## src/rtl/hw_mutex_bank.sv

```systemverilog
module hw_mutex_bank #(
  parameter int NUM_LOCKS = 32,
  parameter int ADDR_W    = 12
) (
  input  logic              clk,
  input  logic              rst_n,
  input  logic [ADDR_W-1:0] bus_addr,
  input  logic              bus_rd,
  input  logic              bus_wr,
  input  logic [31:0]       bus_wdata,
  output logic [31:0]       bus_rdata,
  output logic              bus_ready
);
  localparam int                IDX_W    = $clog2(NUM_LOCKS);
  localparam logic [ADDR_W-1:0] STAT_OFS = ADDR_W'('h14);
  localparam logic [ADDR_W-1:0] LOCK_OFS = ADDR_W'('h800);
  localparam logic [ADDR_W-1:0] LOCK_SPAN = ADDR_W'(NUM_LOCKS * 4);
  localparam logic [7:0]        CNT_FIELD = 8'(NUM_LOCKS / 32);

  logic [NUM_LOCKS-1:0] taken;
  logic [ADDR_W-1:0]    rel;
  logic [IDX_W-1:0]     idx;
  logic                 hit_lock, hit_stat;

  assign rel      = bus_addr - LOCK_OFS;
  assign idx      = rel[IDX_W+1:2];
  assign hit_lock = (bus_addr >= LOCK_OFS) && (rel < LOCK_SPAN) && (rel[1:0] == 2'b00);
  assign hit_stat = (bus_addr == STAT_OFS);

  always_ff @(posedge clk) begin
    if (!rst_n) begin
      taken     <= '0;
      bus_ready <= 1'b0;
      bus_rdata <= '0;
    end else begin
      bus_ready <= bus_rd | bus_wr;
      bus_rdata <= '0;
      if (bus_rd) begin
        if (hit_lock) begin
          bus_rdata  <= {31'b0, taken[idx]};
          taken[idx] <= 1'b1;
        end else if (hit_stat) begin
          bus_rdata <= {CNT_FIELD, 24'b0};
        end
      end else if (bus_wr && hit_lock && (bus_wdata == 32'b0)) begin
        taken[idx] <= 1'b0;
      end
    end
  end
endmodule

```

## config.mk

```make
export PLATFORM = sky130hd
export DESIGN_NAME = hw_mutex_bank
export DESIGN_NICKNAME = d
export VERILOG_FILES = /design/src/rtl/hw_mutex_bank.sv
export SDC_FILE = /design/constraint.sdc
export NUM_CORES = 1
export LEC_CHECK = 0
export BUFFER_PORTS_ARGS = -buffer_cell sky130_fd_sc_hd__buf_2
export CORE_MARGIN = 8
export CORE_UTILIZATION = 53
export CTS_BUF_LIST = sky130_fd_sc_hd__clkbuf_4 sky130_fd_sc_hd__clkbuf_8
export DETAILED_ROUTE_END_ITERATION = 16
export PLACE_DENSITY = 0.83
export SLEW_MARGIN = 20
export SYNTH_ARGS = -nofsm -noshare
export SYNTH_HDL_FRONTEND = slang
export SYNTH_SLANG_ARGS = --single-unit
export TNS_END_PERCENT = 100
```

## constraint.sdc

```tcl
create_clock -name clk -period 2.8 [get_ports clk]
set_input_delay 0.7 -clock clk [delete_from_list [all_inputs] [get_ports clk]]
set_output_delay 0.7 -clock clk [all_outputs]
set_load 0.1 [all_outputs]
```

==> results.py, run 1 <==
metrics = {
    "floorplan": {
        "placementRows": 24,
        "die_y_um": 83.9,
        "core-area_sq_mm": 0.00438,
        "design.die.area_sq_mm": 0.00703,
        "die_x_um": 83.9,
        "io_pins": 81,
        "start_util_pct": 55.7,
    },
    "clocking": {
        "clk_pin_slew_worst_paths_ns": 0.07,
        "postCtsSetupRepairBufs": 0,
        "ctsHoldBuffers": 0,
        "numCtsBuffers": 5,
        "cts_resized": 0,
        "cts_tree": "yes",
        "cts_root_buffer": "clkbuf_8",
        "clk_path_buf_depth": 2,
        "htree_levels": 2,
        "clock_sinks": 35,
        "clkLatencyLatePin_ns": 0.28,
    },
    "detailed_routing": {
        "wire_per_inst_um": 15.8,
        "ant_nets": 0,
        "drt-pass1-iter-count": 4,
        "drc_errors": 0,
        "vias": 2173,
        "routed_wl_um": 6040,
        "drt_iter0_drc": 134,
        "viasPerCell": 5.70,
    },
    "critical_path": {
        "start_kind": "input pin",
        "critical_path_buf_inv_count": 2,
        "reg2reg_depth": 4,
        "cp-end-kind": "register",
        "rrSetupSlack_ns": 1.26,
        "crit_fanout": 16,
        "rr_endpoint": "bus_rdata[0]$_SDFF_PN0_",
        "cp_top_family": "simple AND/OR/NAND/NOR gates",
        "cpMaxStageDelayCell": "nor4_4",
        "slowest_delay_ns": 0.38,
        "cp.arrival_ns": 2.30,
        "cp_data_required_time_ns": 2.96,
        "crit_type": "in2reg",
        "path_cells": "buf_2, nor4_4, nand3_2, o41ai_4, buf_4, nand3_1, mux2i_1",
    },
    "sta": {
        "setup_tns_ns": 0,
        "maxSlewHeadroom_pct": 58.7,
        "holdWs_ns": 0.465,
        "tightestPinTransition_ns": 0.620,
        "max_freq_mhz": 466,
        "hold_violations": 0,
        "fin_skew_ns": 0.00541,
        "period_minus_slack_ns": 2.15,
        "setup_viol": 0,
        "maxSlewViolCount": 0,
        "rsz0062_at_grt": "no",
        "fin_crit_sh_pct": 76.6,
    },
    "hold_path": {
        "whs_path_depth": 2,
        "hold_class": "reg2reg",
    },
    "run_status": {
        "status": "finished, final reports clean",
    },
    "yosys": {
        "synthSimpleGateAreaFrac_pct": 30.3,
        "netlist_instances": 287,
        "synth_top_area_share_pct": 28.7,
        "synth_fa_ha_area_share_pct": 0,
        "synth_compound_area_share_pct": 5.90,
        "async_flop_share_pct": 0,
        "synth-xor-area-share_pct": 0,
        "synth_seq_cells": 35,
        "synth_cell_types": 34,
        "yosys_most_used_dff": "dfxtp_1",
        "synth-edff-count": 0,
        "synth.most_common_cell": "nand2_1",
        "synth_top_area_cell": "dfxtp_1",
        "ys_seq_area_share_pct": 28.7,
        "synth_area_per_cell_sq_um": 8.50,
        "synth_common_cells": "nand2_1, dfxtp_1, mux2i_1",
        "yosys_warnings": 0,
        "synth_top_family_by_area": "simple AND/OR/NAND/NOR gates",
        "synth_area_leaders": "dfxtp_1, mux2i_1, buf_4",
        "synth_mux_area_share_pct": 21.8,
        "syn_area_sq_mm": 0.00244,
    },
    "cells_and_area": {
        "drive_gt1_share_pct": 24.6,
        "syn_to_final_growth_pct": 10.5,
        "diodes": 0,
        "fill_cells": 392,
        "final_nets": 376,
    },
    "global_route": {
        "grt_pass1_vias": 2106,
        "antenna_found_initial": 0,
        "grt-ovfl-total": 0,
        "grt_max_degree": 35,
        "grt_util_all_layers_pct": 16.7,
        "grt_pass1_wl_um": 9950,
    },
    "pwr": {
        "peakVddDrop_mv": 0.374,
        "p_clk_share_pct": 33.4,
        "combinationalPowerShare_pct": 25.4,
        "seqPwrFrac_pct": 41.2,
        "power_density_mw_per_mm2": 449,
        "p_switching_mw": 0.432,
        "p_sw_share_pct": 35.7,
        "leakage_nw": 1.24,
        "power.internal_mw": 0.779,
    },
    "placed_design": {
        "io_buffers": 50,
        "gp_congestion": 0.835,
        "dpl.hpwl_um": 4540,
    },
    "job": {
        "drv_cap": 0,
    },
}
power groups by stage:
stage               Clock [mW]  Combinational (mW)  Sequential, mW
floorplan                    0               0.271           0.517
global placement             0               0.302           0.510
detailed placement           0               0.304           0.510
CTS                      0.415               0.305           0.499
global route             0.439               0.321           0.499
finish                   0.405               0.308           0.499
worst reg2reg max path, stage by stage, from the launching register on:
cell      delay [ns]
dfxtp_1         0.33
mux4_2          0.46
mux4_2          0.48
inv_1           0.07
a221oi_1        0.07
worst max path at each step:
stage	startpoint	end	slack [ns]	cells past startpoint
after global routing	bus_addr[1]	register	0.62	7
after CTS	bus_addr[1]	register	0.66	7
final	bus_addr[1]	register	0.65	7
after floorplan	bus_wdata[22]	register	0.60	6
after detailed placement	bus_addr[1]	register	0.37	7
after global placement	bus_addr[1]	register	0.43	7
logic make-up after synthesis:
group           Yosys count
buf+inv                  52
flops                    35
mux                      42
other cells               1
compound gates           20
simple gates            137
through the flow:
step,power (mW),setup slack [ns],instance area [sq um],util (%),instances
3_5_place_dp,0.815,0.366,2590,59.1,373
6_report,1.21,0.654,2700,61.5,381
2_1_floorplan,0.789,0.600,2550,-,316
3_3_place_gp,0.813,0.427,2590,59.1,373
5_1_grt,1.26,0.624,2700,61.5,381
4_1_cts,1.22,0.658,2700,61.5,381
per-layer routing:
metal | vias to the layer above | GRT usage [%] | wire [um]
met5 | - | 0 | 0
met4 | 0 | 5.02 | 48
met3 | 6 | 5.47 | 471
met2 | 87 | 29.1 | 3150
met1 | 1029 | 18.7 | 2370
li1 | 1051 | - | -
final cells by class:
cell class / instances / area (sq um) / share of cell area (%)
flip-flops and latches: 35 / 701 / 26.0
inverters: 1 / 3.75 / 0.139
repair buffers: 56 / 295 / 11.0
multi-input cells: 229 / 1530 / 56.7
well taps: 52 / 65.1 / 2.41
clock buffers: 8 / 104 / 3.85
layout by cell type, fill, tap and decap left out, drive strengths merged, types with 2 or more instances in the layout:
cell    synthesis  layout
nand2          42      42
dfxtp          35      35
a21oi           5       5
nand3          17      17
mux4            9       9
nor3           23      23
conb            1      30
nand4           7       7
and2            2       2
clkbuf         17       8
nor2           20      20
mux2i          33      33
buf            34      56
nand2b          2       2
a31oi          11      11
nor4           13      13
nor2b           4       4
or3             2       2
Note: power is estimated with default switching activity, not from simulation.
==> inputs of run 2 (changes only) <==
- CORE_UTILIZATION: 53 -> 47
- PLACE_DENSITY: 0.83 -> 0.78
- clock period: 2.8 -> 1.85 ns (I/O delays scaled with it)
==> run 2 against run 1 <==
Effect of this change:
- routed wire length increased by 3.5%
- die area is 10% higher
- global-route usage fell by 0.64 points
- non-clock buffer count rose by 19
- cell count is 9.7% higher
- sequential cell count did not move
- via count grew 4.0%
- combinational power grew 59%
==> results.py, run 2 (same netlist as run 1, synthesis figures left out) <==
metrics = {
    "run_status": {
        "status": "finished, final reports clean",
    },
    "pwr": {
        "power_density_mw_per_mm2": 715,
        "seqPwrFrac_pct": 36.2,
        "combinationalPowerShare_pct": 23.5,
        "power.internal_mw": 1.40,
        "p_switching_mw": 0.689,
        "peakVddDrop_mv": 0.353,
        "p_sw_share_pct": 33.0,
        "p_clk_share_pct": 40.3,
        "leakage_nw": 1.35,
    },
    "detailed_routing": {
        "viasPerCell": 5.40,
        "drc_errors": 0,
        "vias": 2259,
        "wire_per_inst_um": 14.9,
        "drt_iter0_drc": 265,
        "drt-pass1-iter-count": 4,
        "routed_wl_um": 6240,
        "ant_nets": 0,
    },
    "clocking": {
        "numCtsBuffers": 5,
        "clk_path_buf_depth": 2,
        "cts_resized": 0,
        "clk_pin_slew_worst_paths_ns": 0.07,
        "clock_sinks": 35,
        "htree_levels": 2,
        "cts_root_buffer": "clkbuf_8",
        "ctsHoldBuffers": 0,
        "cts_tree": "yes",
        "postCtsSetupRepairBufs": 0,
        "clkLatencyLatePin_ns": 0.29,
    },
    "global_route": {
        "grt_util_all_layers_pct": 16.0,
        "grt_pass1_vias": 2144,
        "antenna_found_initial": 0,
        "grt-ovfl-total": 0,
        "grt_max_degree": 35,
        "grt_pass1_wl_um": 9840,
    },
    "sta": {
        "fin_skew_ns": 0.00511,
        "setup_viol": 0,
        "holdWs_ns": 0.414,
        "period_minus_slack_ns": 1.77,
        "max_freq_mhz": 565,
        "rsz0062_at_grt": "no",
        "maxSlewViolCount": 0,
        "hold_violations": 0,
        "fin_crit_sh_pct": 95.7,
    },
    "placed_design": {
        "dpl.hpwl_um": 4690,
        "gp_congestion": 0.807,
        "place_inst": 410,
        "io_buffers": 50,
        "placed_cell_area_sq_mm": 0.00278,
    },
    "job": {
        "drv_cap": 0,
    },
    "critical_path": {
        "cp_data_required_time_ns": 2.01,
        "rrSetupSlack_ns": 0.27,
        "crit_type": "in2reg",
        "cp.arrival_ns": 1.93,
        "reg2reg_depth": 4,
        "critPathLaunch": "bus_wdata[18]",
        "cp-end-kind": "register",
        "crit_fanout": 16,
        "rr_endpoint": "bus_rdata[0]$_SDFF_PN0_",
        "start_kind": "input pin",
    },
    "floorplan": {
        "placementRows": 26,
        "core-area_sq_mm": 0.00507,
        "start_util_pct": 48.1,
        "die_y_um": 88.1,
        "io_pins": 81,
        "die_x_um": 88.1,
        "design.die.area_sq_mm": 0.00775,
    },
    "cells_and_area": {
        "fin_area_sq_mm": 0.00292,
        "stdcell_count": 418,
        "final_common_cell": "buf_2",
        "final_nets": 395,
        "drive_gt1_share_pct": 28.7,
        "post-route-util_pct": 57.5,
        "diodes": 0,
        "layout_common_cells": "buf_2, nand2_1, dfxtp_1",
        "syn_to_final_growth_pct": 19.6,
    },
    "hold_path": {
        "hp-start": "bus_addr[11]",
        "hold_class": "in2reg",
    },
}
[run 2: layout make-up]
type,instances,area (sq um)
clock buffer,6,76.3
sequential,35,701
tap,70,87.6
fill,442,2160
multi-input combinational,229,1530
clock inverter,2,60.1
inverter,1,3.75
timing repair buffer,75,463
[run 2: layer usage]
| layer | up-vias | share of wire (%) | track usage (%) |
|---|---|---|---|
| li1 | 1095 | - | - |
| met1 | 1053 | 38 | 17.5 |
| met2 | 98 | 52 | 28.9 |
| met3 | 13 | 9.0 | 4.88 |
| met4 | 0 | 1.3 | 4.92 |
| met5 | - | 0 | 0 |
[run 2: worst min-delay path by stage]
stage	to	slack, ns	depth (start not counted)
floorplan	register	0.44	2
global placement	register	0.44	2
detailed placement	register	0.45	2
CTS	bus_rdata[24]$_SDFF_PP0_	0.41	2
global route	bus_rdata[24]$_SDFF_PP0_	0.42	2
finish	bus_rdata[24]$_SDFF_PP0_	0.41	2
[run 2: critical path, stage by stage]
cell and delay [ns]:
buf_2 0.11, nor4_4 0.34, nand4_4 0.16, o41ai_4 0.42, buf_12 0.19, nand4_1 0.11, mux2i_1 0.15
[run 2: power groups by stage]
stage               clock (mW)  combinational (mW)  sequential, mW
floorplan                    0               0.412           0.783
global placement             0               0.480           0.772
detailed placement           0               0.484           0.772
CTS                      0.857               0.486           0.755
global route             0.900               0.509           0.755
finish                   0.842               0.491           0.755
[run 2: stage by stage]
| step | worst slack (ns) | TNS (ns) | power (mW) |
|---|---|---|---|
| after floorplan | -0.0999 | -0.891 | 1.19 |
| after global placement | -0.149 | -3.75 | 1.25 |
| after detailed placement | -0.261 | -5.27 | 1.26 |
| after CTS | 0.0523 | 0 | 2.10 |
| after global routing | 0.0412 | 0 | 2.16 |
| final | 0.0800 | 0 | 2.09 |
